<file path="src/rtl/prf_pkg.sv">
package prf_pkg;

  localparam int NUM_W = 5;

  // Boundaries of the register number classes
  localparam logic [NUM_W-1:0] NUM_SPEC_LO = 5'h10;
  localparam logic [NUM_W-1:0] NUM_PRIV_LO = 5'h14;
  localparam logic [NUM_W-1:0] NUM_CONST0  = 5'h16;
  localparam logic [NUM_W-1:0] NUM_HOLE    = 5'h17;
  localparam logic [NUM_W-1:0] NUM_RSVD_LO = 5'h18;

  // Entries that really hold state: everything below the constant-zero number
  localparam int STORE_DEPTH = int'(NUM_CONST0);

  typedef enum logic [2:0] {
    CLS_GEN,
    CLS_SPEC,
    CLS_PRIV,
    CLS_CONST0,
    CLS_HOLE,
    CLS_RSVD
  } reg_cls_e;

endpackage

</file>
<file path="src/rtl/prf_classify.sv">
module prf_classify
  import prf_pkg::*;
(
  input  logic [NUM_W-1:0] num,
  output reg_cls_e         cls
);

  always_comb begin
    if (num >= NUM_RSVD_LO)      cls = CLS_RSVD;
    else if (num == NUM_HOLE)    cls = CLS_HOLE;
    else if (num == NUM_CONST0)  cls = CLS_CONST0;
    else if (num >= NUM_PRIV_LO) cls = CLS_PRIV;
    else if (num >= NUM_SPEC_LO) cls = CLS_SPEC;
    else                         cls = CLS_GEN;
  end

endmodule

</file>
<file path="src/rtl/prf_access_check.sv">
module prf_access_check
  import prf_pkg::*;
(
  input  logic     en,
  input  reg_cls_e cls,
  input  logic     user_mode,
  output logic     ok,       // access touches real storage and is allowed
  output logic     illegal,
  output logic     protect
);

  always_comb begin
    ok      = 1'b0;
    illegal = 1'b0;
    protect = 1'b0;
    if (en) begin
      unique case (cls)
        CLS_GEN, CLS_SPEC: ok = 1'b1;
        CLS_PRIV: begin
          if (user_mode) protect = 1'b1;
          else           ok      = 1'b1;
        end
        CLS_CONST0: ok = 1'b0;          // reads give zero, writes vanish
        CLS_HOLE, CLS_RSVD: illegal = 1'b1;
        default: illegal = 1'b1;
      endcase
    end
  end

endmodule

</file>
<file path="src/rtl/prf_storage.sv">
module prf_storage #(
  parameter int DATA_W = 32,
  parameter int DEPTH  = 22,
  parameter int ADDR_W = 5
) (
  input  logic              clk,
  input  logic              rst,
  input  logic              we,
  input  logic [ADDR_W-1:0] waddr,
  input  logic [DATA_W-1:0] wdata,
  input  logic [ADDR_W-1:0] raddr_a,
  input  logic [ADDR_W-1:0] raddr_b,
  output logic [DATA_W-1:0] rdata_a,
  output logic [DATA_W-1:0] rdata_b
);

  localparam logic [ADDR_W-1:0] LAST = ADDR_W'(DEPTH - 1);

  logic [DEPTH-1:0][DATA_W-1:0] mem;

  always_ff @(posedge clk) begin
    if (rst) begin
      mem <= '0;
    end else if (we && waddr <= LAST) begin
      mem[waddr] <= wdata;
    end
  end

  // Asynchronous reads see the contents before the pending edge
  always_comb begin
    rdata_a = (raddr_a <= LAST) ? mem[raddr_a] : '0;
    rdata_b = (raddr_b <= LAST) ? mem[raddr_b] : '0;
  end

endmodule

</file>
<file path="src/rtl/prf_regfile.sv">
module prf_regfile
  import prf_pkg::*;
#(
  parameter int DATA_W = 32
) (
  input  logic              clk,
  input  logic              rst,
  input  logic              user_mode,
  input  logic              rd_a_en,
  input  logic [4:0]        rd_a_num,
  output logic [DATA_W-1:0] rd_a_data,
  input  logic              rd_b_en,
  input  logic [4:0]        rd_b_num,
  output logic [DATA_W-1:0] rd_b_data,
  input  logic              wr_en,
  input  logic [4:0]        wr_num,
  input  logic [DATA_W-1:0] wr_data,
  input  logic              pc_wr_try,
  output logic              illegal_flt,
  output logic              protect_flt
);

  // Access slots: 0 = read A, 1 = read B, 2 = write
  localparam int N_ACC = 3;
  localparam int IDX_WR = N_ACC - 1;

  logic [N_ACC-1:0]            acc_en;
  logic [N_ACC-1:0][NUM_W-1:0] acc_num;
  logic [N_ACC-1:0]            acc_ok;
  logic [N_ACC-1:0]            acc_ill;
  logic [N_ACC-1:0]            acc_prot;
  reg_cls_e                    acc_cls [N_ACC];

  assign acc_en  = {wr_en, rd_b_en, rd_a_en};
  assign acc_num = {wr_num, rd_b_num, rd_a_num};

  for (genvar g = 0; g < N_ACC; g++) begin : g_acc
    prf_classify u_cls (
      .num (acc_num[g]),
      .cls (acc_cls[g])
    );
    prf_access_check u_chk (
      .en        (acc_en[g]),
      .cls       (acc_cls[g]),
      .user_mode (user_mode),
      .ok        (acc_ok[g]),
      .illegal   (acc_ill[g]),
      .protect   (acc_prot[g])
    );
  end

  logic any_fault;
  logic commit;
  logic [DATA_W-1:0] raw_a, raw_b;

  always_comb begin
    illegal_flt = |acc_ill;
    protect_flt = (|acc_prot) | pc_wr_try;
    any_fault   = illegal_flt | protect_flt;
    commit      = acc_ok[IDX_WR] & ~any_fault;
  end

  prf_storage #(
    .DATA_W (DATA_W),
    .DEPTH  (STORE_DEPTH),
    .ADDR_W (NUM_W)
  ) u_store (
    .clk     (clk),
    .rst     (rst),
    .we      (commit),
    .waddr   (wr_num),
    .wdata   (wr_data),
    .raddr_a (rd_a_num),
    .raddr_b (rd_b_num),
    .rdata_a (raw_a),
    .rdata_b (raw_b)
  );

  always_comb begin
    rd_a_data = acc_ok[0] ? raw_a : '0;
    rd_b_data = acc_ok[1] ? raw_b : '0;
  end

endmodule

</file>
<file path="config.mk">
export PLATFORM = sky130hd
export DESIGN_NAME = prf_regfile
export DESIGN_NICKNAME = d
export VERILOG_FILES = /design/src/rtl/prf_pkg.sv /design/src/rtl/prf_classify.sv /design/src/rtl/prf_access_check.sv /design/src/rtl/prf_storage.sv /design/src/rtl/prf_regfile.sv
export SDC_FILE = /design/constraint.sdc
export NUM_CORES = 2
export LEC_CHECK = 0
export BUFFER_PORTS_ARGS = -buffer_cell sky130_fd_sc_hd__buf_4
export CORE_ASPECT_RATIO = 0.8
export CORE_UTILIZATION = 50
export DETAILED_ROUTE_END_ITERATION = 8
export PLACE_DENSITY = 0.75
export SLEW_MARGIN = 20
export SYNTH_ARGS = -nofsm -noshare
export SYNTH_HDL_FRONTEND = slang
export SYNTH_SLANG_ARGS = --single-unit
</file>
<file path="constraint.sdc">
create_clock -name clk -period 2.31 [get_ports clk]
set_input_delay 0.1155 -clock clk [delete_from_list [all_inputs] [get_ports clk]]
set_output_delay 0.1155 -clock clk [all_outputs]
set_load 0.1 [all_outputs]
</file>
# == Yosys cells after proc, flatten, opt, wreduce, memory -nomap -nowiden ==
# Index checks and enable logic that the tools add are counted.
# op_classes
magnitude_cmp,16
n_eq_ne,15
mux,46
n_bitwise,4
reduce_logical,13
# ops
op,n
$bwmux 704,1
$bmux 32 s5,2
$mux 32,7
$demux 32 s5,1
$ge 5x5->1 const B,9
$mux 3,12
$eq 5x5->1 const B,6
$mux 1,20
$eq 3x2->1 const B,6
$lt 5x6->1 const B,3
$le 5x5->1 const B,3
$reduce_or 4->1,3
$eq 3x1->1 const B,3
$logic_not 3->1,3
$pmux 1 s2,3
$reduce_or 2->1,3
$reduce_or 3->1,2
$ge 5x1->1 const B,1
$logic_and 1x1->1,2
$or 1x1->1,2
$and 1x1->1,1
$not 1->1,1
# word_totals
ff_bits,704
in_bits,54
output_inout_bits,66
word_cells,116

# == Longest topological paths before layout ==
# logic_depth
depth_word,15
ltp_mapped,9

# == Modules after synthesis ==
# Synthesis repeated with hierarchy kept, for this count alone.
# hier_totals
cells_unflattened,4756
area_unflattened_um2,36550.1
# by_module_without_submodules
mod,n_inst,cells_per_inst,area_each_um2,seq_area_each_um2
prf_storage,1,4643,35849.4,14093.5
prf_regfile,1,74,467.9,0.0
prf_classify,3,8,45.0,0.0
prf_access_check,3,5,32.5,0.0

# == Least setup slack after synthesis ==
# OpenSTA, ideal clock, no wires.
# synth_timing
kind,input port to output port
startpoint,input port rd_a_num[2]
endpoint,output port rd_a_data[10]
arrival_ps,3546
slack_ps,-1352
path_stages,5
cell_sequence,clkbuf_1 buf_1 clkbuf_1 mux2i_1 o31ai_1
# synth_between
elab_chain_cells,11
word_cells_on_any_way,21
classes_between,4 x order compare; 4 x eq/ne; 11 x mux; 2 x reduce/logical
# synth_rtl
item,line_no,source
start: declaration,prf_regfile.sv:10,"input logic [4:0] rd_a_num,"
$ge 5x5->1,prf_classify.sv:13,else if (num >= NUM_SPEC_LO) cls = CLS_SPEC;
$mux 1,prf_classify.sv:13,
$mux 3,prf_classify.sv:12,else if (num >= NUM_PRIV_LO) cls = CLS_PRIV;
$mux 3,prf_classify.sv:11,else if (num == NUM_CONST0) cls = CLS_CONST0;
$mux 3,prf_classify.sv:10,else if (num == NUM_HOLE) cls = CLS_HOLE;
$mux 3,prf_classify.sv:9,if (num >= NUM_RSVD_LO) cls = CLS_RSVD;
$eq 3x1->1 / $logic_not 3->1 (equally long branches),prf_access_check.sv:17,unique case (cls)
$reduce_or 2->1,--,
$pmux 1 s2,prf_access_check.sv:17,
$mux 1,prf_access_check.sv:16,if (en) begin
$mux 32 *,prf_regfile.sv:80,rd_a_data = acc_ok[0] ? raw_a : '0;
end: declaration,prf_regfile.sv:11,"output logic [DATA_W-1:0] rd_a_data,"
# Mark *: on every way between the ends. The rest lies on a longest branch, timed or not. The select of a mux whose other input is x is not followed.

# == Final worst setup path ==
# layout_timing
startpoint,register u_store.mem[227] (netlist name)
endpoint,output port rd_a_data[3]
# layout_between
elab_chain_cells,4
# layout_rtl
item,line_no,source
start: declaration,prf_storage.sv:19,logic [DEPTH-1:0][DATA_W-1:0] mem;
start signal: indexed assignment,prf_storage.sv:25,mem[waddr] <= wdata;
$bmux 32 s5,prf_storage.sv:31,rdata_a = (raddr_a <= LAST) ? mem[raddr_a] : '0;
$mux 32 (implied by the code),prf_storage.sv:31,
$mux 32,prf_storage.sv:31,
$mux 32,prf_regfile.sv:80,
# Every way passes these cells. The select of a mux whose other input is x is not followed.

==> qor.yml <==
run_status: "complete, but fails checks"
violations: "setup timing"
drt-pass1-iter-count: 5
tightestPinTransition_ps: 687
ant_nets: 0
layout_min_cycle_time_ps: 2420
viasPerCell: 6.20
grt-ovfl-total: 0
synth_top_area_share: 0.358
use_met2: 0.470
busiest_layer: "met2"
syn_nets: 3732
totalWireLength_um: 123000
grt_pass1_vias: 30300
dp.cells: 4689
ff_latch_area_um2: 14300
yosysTopAreaCell: "dfxtp_1"
grt_use_met3: 0.0581
biggestRegsByFlops: "u_store.mem (704)"
hold_class: "input pin to flop"
slew_headroom: 0.542
path_clk_slew_ps: 60
cp.arrival_ps: 2300
syn_area_per_cell_um2: 10.7
yosysMostFrequentCell: "mux2i_1"
dr.first_iter.drc_count: 2898
fin_ws_ps: -109
vias: 30100
synth_edf_count: 0
num_antenna_cells: 0
post_drt_wl_per_cell_um: 25.2
ys_ff_latch: 704
crit_fanout: 3
start_kind: "flop"
start_util: 0.508
ys_warn_count: 0
nNetsFinal: 3833
required_ps: 2190
gr-usage-all-layers: 0.303
yosysSeqAreaShare: 0.358
numCtsBuffers: 76
clk_latency_ps: 610
finClkSkew_ps: 0
area_growth_pct: 21.9
gp_congestion: 0.836
h-tree-depth: 3
num_rows: 91
syn_inst: 3678
largest_reg_flops: 704
hold_viol_final: 0
grt_pass1_wl_um: 186000
cts_tree: "done"
die_y_um: 253
use_met1: 0.417
drc: 0
largest-register: "u_store.mem"
synth_area_um2: 39400
grt_setup_unrepaired: "true"
die_area_um2: 79900
root_buffer: "clkbuf_16"
peakVddDrop_mv: 0.551
grt_max_degree: 73
synthTopCellsByArea: "dfxtp_1 (36%), mux2i_1 (28%), nand2b_1 (12%)"
cts_buffer_depth: 3
synthFlopType: "dfxtp_1"
synthTopCellsByCount: "mux2i_1 (1120), nand2b_1 (739), dfxtp_1 (704), clkbuf_1 (228)"
io_buffers: 119
drive_gt1_frac: 0.271
clock.fmax_mhz: 413
cap_violations: 0
synth_cell_types: 38
core_um2: 77500
worst-setup-path-type: "flop to output pin"
cp-end-kind: "output pin"
n_fill_cell: 6088
final_max_slew_viol_count: 0
dp_hpwl_um: 74400
die_w_um: 316
p_leak_nw: 22.0
antenna_found_initial: 0
dp_slack_ps: -33.5
fin_cells: 4859
min_period_over_period: 1.05
async_flop_share: 0
num_io_pins: 120
finalSetupViolCount: 28
multi_input_area_um2: 24600
p_per_area_nw_per_um2: 585
cts.sinks: 704
worst paths after layout:
check                                      start          endpoint  slack [ps]  cells after the start
worst max-delay path            u_store.mem[227]      rd_a_data[3]        -110                      5
worst min-delay path                         rst  u_store.mem[388]          20                      3
worst max register to register   u_store.mem[69]   u_store.mem[69]        1600                      3
worst min register to register  u_store.mem[189]  u_store.mem[189]         480                      2
cells by family after synthesis:
group	share of synthesized area
compound gates	0.0612
buf+inv	0.0505
flops	0.358
mux	0.385
simple gates	0.145
final cells by class:
cell class	instances	area share
Multi-Input combinational cell	2558	0.513
Tap cell	1023	0.0267
Inverter	35	0.00274
Sequential cell	704	0.299
Clock buffer	114	0.0482
Clock inverter	21	0.00561
Timing Repair Buffer	404	0.105
layer usage:
metal,up-vias,part of all wire
met5,-,0
met4,0,0.036
met3,280,0.078
met2,1234,0.45
met1,15200,0.44
li1,13400,-
placed cells by master, fill, tap and decap left out, types with 3 or more instances in the layout:
cell | netlist | routed
mux2i_1 | 1120 | 1120
nand2b_1 | 739 | 736
dfxtp_1 | 704 | 520
buf_4 | 34 | 218
dfxtp_2 | 0 | 184
mux4_2 | 160 | 160
buf_12 | 0 | 151
a22oi_1 | 160 | 126
clkbuf_16 | 0 | 81
o22ai_1 | 65 | 61
a22oi_2 | 0 | 34
inv_1 | 35 | 34
nor2_1 | 35 | 33
nand3_1 | 32 | 32
or3_4 | 0 | 32
a21oi_4 | 0 | 32
o31ai_4 | 0 | 32
a21oi_1 | 64 | 31
dlygate4sd3_1 | 0 | 30
o21ai_0 | 33 | 28
mux2_4 | 0 | 25
nand4_4 | 19 | 20
clkbuf_1 | 228 | 17
clkbuf_8 | 0 | 17
clkinv_2 | 0 | 10
mux2_2 | 32 | 7
bufinv_16 | 0 | 6
o21ai_1 | 0 | 5
o22ai_2 | 0 | 4
clkinvlp_4 | 0 | 4
nor2b_4 | 0 | 3
nand2b_2 | 0 | 3
nand2_1 | 5 | 3
nor3b_1 | 4 | 3
critical path, stage by stage (launching register included):
cell	delay [ps]
dfxtp_1	340
mux4_2	460
mux2_2	280
a22oi_2	270
o31ai_4	150
buf_12	200
through the flow:
stage	hold slack (ps)	cell area [µm²]	util	power, mW	TNS (ps)
after global placement	471	43600	0.562	15.3	-79.5
final	23.7	48000	0.619	28.1	-1190
after floorplan	333	40200	-	14.3	0
after CTS	2.04	47600	0.614	28.1	-1730
after global routing	27.1	48000	0.619	28.8	-2950
after detailed placement	476	43600	0.562	15.4	-96.4
what timing repair did:
item / 4_1_cts / 5_1_grt
setup buffers: 1 / 4
hold buffers: 30 / 0
pin swaps: 20 / 80
gates resized for setup: 312 / 168
hold endpoints to repair: 434 / 0
endpoints found under the setup margin: 64 / 64
where the power goes:
| group | switching (mW) | total [mW] | internal [mW] |
|---|---|---|---|
| clock network | 5.19 | 12.8 | 7.58 |
| logic | 1.86 | 3.10 | 1.25 |
| registers | 0.0270 | 12.2 | 12.2 |
Note: power is estimated with default switching activity, not from simulation.
